File: config.mk
export PLATFORM = sky130hd
export DESIGN_NAME = xlat_tlb
export DESIGN_NICKNAME = d
export VERILOG_FILES = /design/src/rtl/xlat_pkg.sv /design/src/rtl/xlat_cam.sv /design/src/rtl/xlat_victim.sv /design/src/rtl/xlat_tlb.sv
export SDC_FILE = /design/constraint.sdc
export NUM_CORES = 1
export LEC_CHECK = 0
export BUFFER_PORTS_ARGS = -buffer_cell sky130_fd_sc_hd__buf_2
export CAP_MARGIN = 15
export CORE_MARGIN = 5
export CORE_UTILIZATION = 60
export DETAILED_ROUTE_END_ITERATION = 6
export PLACE_DENSITY = 0.81
export SLEW_MARGIN = 20
export SYNTH_ARGS = -nofsm -noshare
export SYNTH_HDL_FRONTEND = slang
export SYNTH_SLANG_ARGS = --single-unit
File: constraint.sdc
create_clock -name clk -period 12.35 [get_ports clk]
set_input_delay 3.0875 -clock clk [delete_from_list [all_inputs] [get_ports clk]]
set_output_delay 3.0875 -clock clk [all_outputs]
set_load 0.1 [all_outputs]
File: src/rtl/xlat_pkg.sv
package xlat_pkg;

  // Access kind carried on the lookup port
  typedef enum logic [1:0] {
    ACC_LOAD  = 2'b00,
    ACC_STORE = 2'b01,
    ACC_FETCH = 2'b10
  } acc_e;

  // Replacement choice when every slot is occupied
  typedef enum logic {
    REPL_LRU    = 1'b0,
    REPL_RANDOM = 1'b1
  } repl_e;

  // Permission bit positions
  localparam int RT_READ  = 0;
  localparam int RT_WRITE = 1;
  localparam int RT_EXEC  = 2;
  localparam int RT_W     = 3;

endpackage

File: src/rtl/xlat_cam.sv
// Parallel compare of a key against every stored tag.
module xlat_cam #(
  parameter int ENTRIES = 8,
  parameter int VPN_W   = 20,
  localparam int IDX_W  = $clog2(ENTRIES)
) (
  input  logic [ENTRIES-1:0]            valid_i,
  input  logic [ENTRIES-1:0][VPN_W-1:0] tag_i,
  input  logic [VPN_W-1:0]              key_i,
  output logic [ENTRIES-1:0]            match_o,
  output logic                          any_o,
  output logic [IDX_W-1:0]              idx_o
);

  for (genvar g = 0; g < ENTRIES; g++) begin : g_cmp
    assign match_o[g] = valid_i[g] && (tag_i[g] == key_i);
  end

  assign any_o = |match_o;

  // lowest matching slot wins (only one can match in normal operation)
  always_comb begin
    idx_o = '0;
    for (int i = ENTRIES - 1; i >= 0; i--) begin
      if (match_o[i]) idx_o = IDX_W'(i);
    end
  end

endmodule

File: src/rtl/xlat_victim.sv
// Slot selection for a fill: empty slot first, then the configured policy.
module xlat_victim
  import xlat_pkg::*;
#(
  parameter int    ENTRIES = 8,
  parameter repl_e POLICY  = REPL_LRU,
  localparam int   IDX_W   = $clog2(ENTRIES)
) (
  input  logic               clk,
  input  logic               rst_n,
  input  logic [ENTRIES-1:0] valid_i,
  input  logic               touch_en_i,
  input  logic [IDX_W-1:0]   touch_idx_i,
  output logic [IDX_W-1:0]   victim_o
);

  logic             has_inv;
  logic [IDX_W-1:0] inv_idx;
  logic [IDX_W-1:0] repl_idx;

  always_comb begin
    has_inv = 1'b0;
    inv_idx = '0;
    for (int i = ENTRIES - 1; i >= 0; i--) begin
      if (!valid_i[i]) begin
        has_inv = 1'b1;
        inv_idx = IDX_W'(i);
      end
    end
  end

  if (POLICY == REPL_LRU) begin : g_lru
    // Each slot holds its rank: 0 = most recent, ENTRIES-1 = oldest.
    logic [ENTRIES-1:0][IDX_W-1:0] age_q;
    logic [ENTRIES-1:0][IDX_W-1:0] age_d;
    logic [ENTRIES-1:0]            is_oldest;

    always_comb begin
      age_d = age_q;
      if (touch_en_i) begin
        for (int i = 0; i < ENTRIES; i++) begin
          if (IDX_W'(i) == touch_idx_i) begin
            age_d[i] = '0;
          end else if (age_q[i] < age_q[touch_idx_i]) begin
            age_d[i] = age_q[i] + 1'b1;
          end
        end
      end
    end

    always_ff @(posedge clk or negedge rst_n) begin
      if (!rst_n) begin
        for (int i = 0; i < ENTRIES; i++) age_q[i] <= IDX_W'(i);
      end else begin
        age_q <= age_d;
      end
    end

    always_comb begin
      repl_idx = '0;
      for (int i = 0; i < ENTRIES; i++) begin
        is_oldest[i] = (age_q[i] == IDX_W'(ENTRIES - 1));
        if (is_oldest[i]) repl_idx = IDX_W'(i);
      end
    end


    lru_unique_oldest_chk: assert property (@(posedge clk) disable iff (!rst_n)
      $countones(is_oldest) == 1);

  end else begin : g_rnd
    localparam int LFSR_W = 16;
    logic [LFSR_W-1:0] lfsr_q;
    logic [LFSR_W-1:0] lfsr_d;
    logic              unused_touch;

    assign unused_touch = ^{touch_en_i, touch_idx_i};
    assign lfsr_d = {lfsr_q[LFSR_W-2:0],
                     lfsr_q[15] ^ lfsr_q[13] ^ lfsr_q[12] ^ lfsr_q[10]};

    always_ff @(posedge clk or negedge rst_n) begin
      if (!rst_n) lfsr_q <= 16'hACE1;
      else        lfsr_q <= lfsr_d;
    end

    assign repl_idx = IDX_W'(lfsr_q % LFSR_W'(ENTRIES));


    lfsr_alive_chk: assert property (@(posedge clk) disable iff (!rst_n)
      lfsr_q != '0);
  end

  assign victim_o = has_inv ? inv_idx : repl_idx;


  invalid_first_chk: assert property (@(posedge clk) disable iff (!rst_n)
    has_inv |-> !valid_i[victim_o]);

endmodule

File: src/rtl/xlat_tlb.sv
module xlat_tlb
  import xlat_pkg::*;
#(
  parameter int    ENTRIES = 8,
  parameter int    VPN_W   = 20,
  parameter int    PFN_W   = 20,
  parameter int    OFS_W   = 12,
  parameter repl_e POLICY  = REPL_LRU,
  localparam int   IDX_W   = $clog2(ENTRIES),
  localparam int   VA_W    = VPN_W + OFS_W,
  localparam int   PA_W    = PFN_W + OFS_W
) (
  input  logic             clk,
  input  logic             rst_n,
  input  logic             lk_valid,
  input  logic [VA_W-1:0]  lk_vaddr,
  input  logic [1:0]       lk_kind,
  output logic             lk_hit,
  output logic             lk_miss,
  output logic             lk_fault,
  output logic [PA_W-1:0]  lk_paddr,
  output logic [RT_W-1:0]  lk_rights,
  output logic             lk_dirty,
  output logic             lk_refd,
  input  logic             fill_valid,
  input  logic [VPN_W-1:0] fill_vpn,
  input  logic [PFN_W-1:0] fill_pfn,
  input  logic [RT_W-1:0]  fill_rights,
  input  logic             flush_all
);

  // reset: asynchronous assert, synchronous release
  logic [1:0] rst_sync_q;
  logic       rst_ok;

  always_ff @(posedge clk or negedge rst_n) begin
    if (!rst_n) rst_sync_q <= '0;
    else        rst_sync_q <= {rst_sync_q[0], 1'b1};
  end
  assign rst_ok = rst_sync_q[1];

  // entry storage
  logic [ENTRIES-1:0]            valid_q, valid_d;
  logic [ENTRIES-1:0]            refd_q, refd_d;
  logic [ENTRIES-1:0]            dirty_q, dirty_d;
  logic [ENTRIES-1:0][VPN_W-1:0] vpn_q;
  logic [ENTRIES-1:0][PFN_W-1:0] pfn_q;
  logic [ENTRIES-1:0][RT_W-1:0]  rights_q;

  // lookup side
  logic [ENTRIES-1:0] l_match;
  logic               l_any;
  logic [IDX_W-1:0]   l_idx;
  logic [VPN_W-1:0]   l_vpn;
  logic               permit;
  logic               is_store;
  logic [RT_W-1:0]    sel_rights;

  // fill side
  logic [ENTRIES-1:0] f_match;
  logic               f_any;
  logic [IDX_W-1:0]   f_idx;
  logic [IDX_W-1:0]   victim;
  logic [IDX_W-1:0]   fill_slot;
  logic               fill_go;
  logic               touch_en;
  logic [IDX_W-1:0]   touch_idx;

  assign l_vpn = lk_vaddr[VA_W-1:OFS_W];

  xlat_cam #(.ENTRIES(ENTRIES), .VPN_W(VPN_W)) u_look_cam (
    .valid_i (valid_q),
    .tag_i   (vpn_q),
    .key_i   (l_vpn),
    .match_o (l_match),
    .any_o   (l_any),
    .idx_o   (l_idx)
  );

  xlat_cam #(.ENTRIES(ENTRIES), .VPN_W(VPN_W)) u_fill_cam (
    .valid_i (valid_q),
    .tag_i   (vpn_q),
    .key_i   (fill_vpn),
    .match_o (f_match),
    .any_o   (f_any),
    .idx_o   (f_idx)
  );

  xlat_victim #(.ENTRIES(ENTRIES), .POLICY(POLICY)) u_victim (
    .clk         (clk),
    .rst_n       (rst_ok),
    .valid_i     (valid_q),
    .touch_en_i  (touch_en),
    .touch_idx_i (touch_idx),
    .victim_o    (victim)
  );

  // permission check
  assign sel_rights = rights_q[l_idx];
  assign is_store   = (lk_kind == ACC_STORE);

  always_comb begin
    unique case (lk_kind)
      ACC_LOAD:  permit = sel_rights[RT_READ];
      ACC_STORE: permit = sel_rights[RT_WRITE];
      ACC_FETCH: permit = sel_rights[RT_EXEC];
      default:   permit = 1'b0;
    endcase
  end

  assign lk_hit    = lk_valid && l_any && permit;
  assign lk_fault  = lk_valid && l_any && !permit;
  assign lk_miss   = lk_valid && !l_any;
  assign lk_paddr  = lk_hit ? {pfn_q[l_idx], lk_vaddr[OFS_W-1:0]} : '0;
  assign lk_rights = (lk_valid && l_any) ? sel_rights     : '0;
  assign lk_dirty  = (lk_valid && l_any) ? dirty_q[l_idx] : 1'b0;
  assign lk_refd   = (lk_valid && l_any) ? refd_q[l_idx]  : 1'b0;

  // fill slot: overwrite an existing copy, else the chosen victim
  assign fill_go   = fill_valid && !flush_all;
  assign fill_slot = f_any ? f_idx : victim;
  assign touch_en  = fill_go || lk_hit;
  assign touch_idx = fill_go ? fill_slot : l_idx;

  // next state of the flag arrays
  always_comb begin
    valid_d = valid_q;
    refd_d  = refd_q;
    dirty_d = dirty_q;
    if (lk_hit) begin
      refd_d[l_idx] = 1'b1;
      if (is_store) dirty_d[l_idx] = 1'b1;
    end
    if (fill_go) begin
      valid_d[fill_slot] = 1'b1;
      refd_d[fill_slot]  = 1'b0;
      dirty_d[fill_slot] = 1'b0;
    end
    if (flush_all) valid_d = '0;
  end

  always_ff @(posedge clk or negedge rst_ok) begin
    if (!rst_ok) begin
      valid_q <= '0;
      refd_q  <= '0;
      dirty_q <= '0;
    end else begin
      valid_q <= valid_d;
      refd_q  <= refd_d;
      dirty_q <= dirty_d;
    end
  end

  // mapping payload, written only on a fill
  always_ff @(posedge clk) begin
    if (fill_go) begin
      vpn_q[fill_slot]    <= fill_vpn;
      pfn_q[fill_slot]    <= fill_pfn;
      rights_q[fill_slot] <= fill_rights;
    end
  end


  outcome_onehot_chk: assert property (@(posedge clk) disable iff (!rst_ok)
    lk_valid |-> $countones({lk_hit, lk_miss, lk_fault}) == 1);


  idle_quiet_chk: assert property (@(posedge clk) disable iff (!rst_ok)
    !lk_valid |-> !(lk_hit || lk_miss || lk_fault));


  no_dup_look_chk: assert property (@(posedge clk) disable iff (!rst_ok)
    $onehot0(l_match));


  no_dup_fill_chk: assert property (@(posedge clk) disable iff (!rst_ok)
    $onehot0(f_match));


  fill_visible_chk: assert property (@(posedge clk) disable iff (!rst_ok)
    (fill_valid && !flush_all) |=>
      (!(lk_valid && l_vpn == $past(fill_vpn)) || !lk_miss));


  flush_empties_chk: assert property (@(posedge clk) disable iff (!rst_ok)
    flush_all |=> !lk_hit && !lk_fault);


  store_dirty_chk: assert property (@(posedge clk) disable iff (!rst_ok)
    (lk_hit && lk_kind == ACC_STORE && !fill_valid && !flush_all) |=>
      (!(lk_valid && l_vpn == $past(l_vpn)) || lk_dirty));

endmodule

# After elaboration in Yosys (flattened, before gate mapping)
# Index checks and enable logic that the tools add are counted.
[totals] ff_bits=394 elab_cells=234
[op_classes] addsub=8 order_cmp=13 eq_ne=32 muxes=91 bitwise_logic=6 reduce_logical=48
[op_table] op="$bwmux 160" count=2
[op_table] op="$eq 20x20->1" count=16
[op_table] op="$mux 3" count=51
[op_table] op="$bmux 20 s3" count=1
[op_table] op="$demux 20 s3" count=1
[op_table] op="$mux 8" count=7
[op_table] op="$mux 20" count=2
[op_table] op="$mux 32" count=1
[op_table] op="$add 3x1->3 const B" count=8
[op_table] op="$bwmux 24" count=1
[op_table] op="$lt 3x3->1" count=8
[op_table] op="$or 8x8->8" count=3
[op_table] op="$logic_and 1x1->1" count=23
[op_table] op="$eq 3x3->1 const B" count=7
[op_table] op="$bmux 3 s3" count=2
[op_table] op="$reduce_bool 2->1" count=9
[op_table] op="$and 8x8->8" count=2
[op_table] op="$reduce_and 2->1" count=8
[op_table] op="$reduce_or 8->1" count=2
[op_table] op="$mux 1" count=15
[op_table] op="$eq 3x3->1 const A" count=4
[op_table] op="$lt 3x4->1 const B" count=3
[op_table] op="$demux 3 s3" count=1
[op_table] op="$not 8->8" count=1
[op_table] op="other kinds (13)" count=20

# Longest topological paths before layout
[depth] depth_word=19 mapped_depth=18 ltp_nobuf=17

# Hierarchy
# Synthesis repeated with hierarchy kept, for this count alone.
[hier_totals] cells_unflattened=1421 area_unflattened_um2=19887.8
[modules_own_cells] module="xlat_tlb" instances=1 cells_each=679 area_each_um2=13366.6
[modules_own_cells] module="xlat_cam" instances=2 cells_each=253 area_each_um2=2089.5
[modules_own_cells] module="xlat_victim" instances=1 cells_each=236 area_each_um2=2342.2

# Worst setup path after synthesis
# Ideal clock, no wire load.
[synth_path] kind="input to output" startpoint="input port lk_vaddr[15]" endpoint="output port lk_paddr[13]" t_arrival_ps=10441 setup_slack_ps=-1178 stages=13 path_cell_list="buf_4 xor2_1 or3b_1 or4_1 nand2b_1 buf_2 o41a_1 o22ai_1 o31ai_1 o31a_1 a21oi_1 or2_2 a2111oi_0"
[synth_between] elab_chain_len=15 elab_cells_between_ends=33
[synth_rtl] item="from (decl)" line="xlat_tlb.sv:16" source="input logic [VA_W-1:0] lk_vaddr,"
[synth_rtl] item="$eq 20x20->1" line="xlat_cam.sv:16" source="assign match_o[g] = valid_i[g] && (tag_i[g] == key_i);"
[synth_rtl] item="$logic_and 1x1->1" line="xlat_cam.sv:16"
[synth_rtl] item="$mux 3 (8 in a row)" line="xlat_cam.sv:25" source="if (match_o[i]) idx_o = IDX_W'(i);"
[synth_rtl] item="$bmux 3 s3" line="xlat_tlb.sv:99" source="assign sel_rights = rights_q[l_idx];"
[synth_rtl] item="$mux 3 (not written as such)" line="xlat_tlb.sv:99"
[synth_rtl] item="$pmux 1 s3" line="xlat_tlb.sv:103" source="unique case (lk_kind)"
[synth_rtl] item="$logic_and 1x1->1" line="xlat_tlb.sv:111" source="assign lk_hit = lk_valid && l_any && permit;"
[synth_rtl] item="$mux 32 *" line="xlat_tlb.sv:114" source="assign lk_paddr = lk_hit ? {pfn_q[l_idx], lk_vaddr[OFS_W-1:0]} : '0;"
[synth_rtl] item="to (decl)" line="xlat_tlb.sv:21" source="output logic [PA_W-1:0] lk_paddr,"
# Mark *: on every way between the ends. The rest lies on a longest branch, timed or not. The select of a mux whose other input is x is not followed.

# Worst setup path after layout
[layout_path] startpoint="input port lk_vaddr[13]" endpoint="output port lk_paddr[1]"
[layout_between] elab_chain_len=15 elab_cells_between_ends=31
[layout_rtl] item="$eq 20x20->1" line="xlat_cam.sv:16"
[layout_rtl] item="$logic_and 1x1->1" line="xlat_cam.sv:16"
[layout_rtl] item="$mux 3 (8 in a row)" line="xlat_cam.sv:25"
[layout_rtl] item="$bmux 3 s3" line="xlat_tlb.sv:99"
[layout_rtl] item="$mux 3 (not written as such)" line="xlat_tlb.sv:99"
[layout_rtl] item="$pmux 1 s3" line="xlat_tlb.sv:103"
[layout_rtl] item="$logic_and 1x1->1 *" line="xlat_tlb.sv:111"
[layout_rtl] item="$mux 32 *" line="xlat_tlb.sv:114"
# Marks and branches as above.

==> impl_metrics.toml <==
[finish]
drive_gt1_share_pct = 16.5
fin_nets = 1703
area_growth_pct = 11.7
n_fill_cell = 2250
final_util_pct = 67.5

[worst_hold_path]
whs_path_depth = 0
hp-class = "flip-flop to flip-flop"
hp-start = "rst_sync_q[0]"
hold_end = "rst_sync_q[1]"

[logic_synthesis]
ys_seq_elements = 394
syn_area_mm2 = 0.0195
synthCells = 1491
syn_area_per_cell_um2 = 13.1
ys.warnings.count = 0
synth-async-reset-ratio_pct = 12.7
seq_area_frac_synth_pct = 59.5
syn-num-nets = 1596
synth.distinct_cells = 84
synth_edf_count = 344
synthFlopType = "edfxtp_1"

[routing]
drtAntennaViolNets = 0
drt_wl_total_um = 54800
firstDrtPassIters = 6
detail_route.iter0.violations = 1222
vias = 13500
post-route-drc-count = 0
post_drt_wl_per_cell_um = 26.4
viasPerCell = 6.53

[floorplan]
dieWidth_um = 190
rows = 66
placeableCoreArea_mm2 = 0.0323
start_util_pct = 60.4
fp.dieH_um = 190
die-area_mm2 = 0.0362
ios = 122

[sta]
fin_crit_ps = 11190
slew_violations = 0
final.setup.tns_ps = 0
fmax_mhz = 89.4
setup_violations = 0
worst_slew_pin_slew_ps = 1180
relSlewSlack_pct = 21.3
fin_ws_ps = 1160
hold_viol_final = 0
skew_ps = 15.3
period_share_pct = 90.6
rsz0062_at_grt = "false"

[grt]
grt_overflow = 0
first_global_vias = 13700
antenna_found_initial = 3
grt_use_met2_pct = 49.9
gr-usage-met3_pct = 4.96
grt_max_degree = 49
met1_usage_pct = 39.5
grt_pass1_wl_um = 82000
top_usage_layer = "met2"
track_usage_pct = 29.9

[setup_path]
path_cells = "buf_2 > xor2_1 > or4_1 > nor4_1 > nand4_1 > nor2_2 > o31a_1 > mux4_2 > nand2_2 > a211oi_1 > a21oi_1 > or2_2 > inv_1 > and2_1 > buf_2"
rr_endpoint = "u_victim.g_lru.age_q[13]"
rrSetupSlack_ps = 6850
critPathKind = "input pin to output port"
cp_data_arrival_time_ps = 8100
cp_num_buf_inv = 3
r2r_start = "vpn_q[39]"
slowest_stage = "or4_1"
worst_path_most_repeated_cell = "buf_2"
cp_top_family = "simple AND/OR/NAND/NOR gates"
critPathMaxStageDelay_ps = 540
crit_start = "lk_vaddr[13]"
crit_required_ps = 9260
crit_path_max_fanout = 21
r2r_cells = 15
end_kind = "output port"
worst_setup_path_start_kind = "input pin"

[placed_design]
pre_cts_slack_ps = 1290
place.gp.congestion = 0.974
dpl.hpwl_um = 35000
portBuffers = 121

[clock_tree]
cts_tree = "built"
cts_buffers = 43
clkSinkCount = 394
clk_pin_slew_ps = 60
cts_setup_buffers = 0
clk_path_buf_depth = 3
htreeDepth = 2
cts_hold_buf = 0
cts.repair.resized = 0
cts-root-buf = "clkbuf_16"
clock_latency_ps = 560

[power]
peakVddDrop_v = 0.000133
power.density_mw_per_mm2 = 142
p_leak_nw = 7.39

[run_status]
outcome = "complete, no violations"

[run]
cap_violations = 0
## placed cells by master, fill, tap and decap left out, types with 9 or more instances in the layout
cell	count
dfstp_2	12
o211a_1	16
and2_1	21
a221o_1	13
a2111oi_0	20
nand3_1	36
xor2_1	83
nand2b_1	15
ha_1	23
a211oi_1	9
o22ai_1	44
nor2_1	92
clkbuf_16	43
nand4_1	82
dfrtp_1	37
buf_2	121
nand2_1	26
o221ai_1	25
clkinv_1	15
nor2b_1	13
buf_4	17
o21ai_0	17
nor4_1	33
a21oi_1	27
xnor2_1	235
inv_1	24
edfxtp_1	344
## metrics by stage
step | instances | power, W | hold slack [ps] | cell area [µm²]
after global routing | 2075 | 0.00319 | 370 | 21800
final | 2075 | 0.00309 | 353 | 21800
after detailed placement | 1995 | 0.00188 | 343 | 20400
after global placement | 1995 | 0.00187 | 337 | 20400
after floorplan | 1491 | 0.00177 | 331 | 19500
after CTS | 2074 | 0.00309 | 355 | 21800
## cells by family (layout without fill, tap and decap cells)
group	count (synthesis)	after routing	share of synthesized area, %
AND/OR/NAND/NOR	396	396	11.5
adder cells (fa/ha/maj)	23	23	1.48
multiplexers	12	12	0.699
flip-flops	394	394	59.5
XOR/XNOR	320	320	14.4
buffers and inverters	101	242	2.61
AO/OA/AOI/OAI	244	244	9.83
other	1	2	0.0192
## synthesized netlist by cell type, types with 23 or more instances
master    instances  share of area, %
nor4_1           33               1.1
dfrtp_1          38               4.9
xor2_1           83               3.7
nand2_1          29              0.56
o22ai_1          44               1.4
nand4_1          82               2.6
clkbuf_1         23              0.44
nor2_1          100               1.9
edfxtp_1        344                53
o221ai_1         25               1.1
inv_1            24              0.46
a21oi_1          27              0.69
ha_1             23               1.5
xnor2_1         235                11
nand3_1          36              0.92
buf_2            32              0.82
## area by class of cell
type / count / area [µm²] / area share [%]
Sequential cell: 394 / 11600 / 53.2
Clock inverter: 32 / 251 / 1.15
Tap cell: 442 / 553 / 2.54
Multi-Input combinational cell: 996 / 7470 / 34.3
Antenna cell: 1 / 2.50 / 0.0115
Timing Repair Buffer: 138 / 733 / 3.36
Clock buffer: 47 / 1090 / 5.01
Inverter: 25 / 93.8 / 0.431
## worst max-delay path by stage
stage | to | depth (start not counted) | slack [ps]
CTS | lk_paddr[1] | 15 | 1280
finish | lk_paddr[1] | 15 | 1160
global route | lk_paddr[3] | 15 | 980
floorplan | lk_paddr[13] | 13 | 180
detailed placement | lk_paddr[1] | 15 | 1290
global placement | lk_paddr[11] | 15 | 1360
## flip-flops by register name, summed over array words and instances, names as in the netlist
signal,flops
pfn_q,160
vpn_q,160
rights_q,24
u_victim.g_lru.age_q,24
dirty_q,8
refd_q,8
valid_q,8
rst_sync_q,2
## report_power, final
part | internal [W] | switching (W) | leakage, nW
registers | 0.00150 | 0.0000403 | 3.72
clock network | 0.000686 | 0.000541 | 0.648
logic | 0.000129 | 0.000194 | 3.03
## routing by layer
metal	wire [µm]	vias to the layer above
li1	-	5908
met4	2190	4
met2	26700	797
met3	4690	146
met1	21200	6690
met5	19	-
## worst reg2reg max path, cell delays in order (launching register included)
cell	delay, ps
edfxtp_1	440
xnor2_1	280
nand4_1	150
nor4_1	620
and4_1	560
nor2_1	220
o211a_1	230
a21oi_4	410
clkinv_1	360
nand2_1	150
a31oi_1	100
a21oi_1	720
ha_1	390
a31o_2	270
o211a_1	210
a221o_1	260
(Power assumes the default switching activity.)
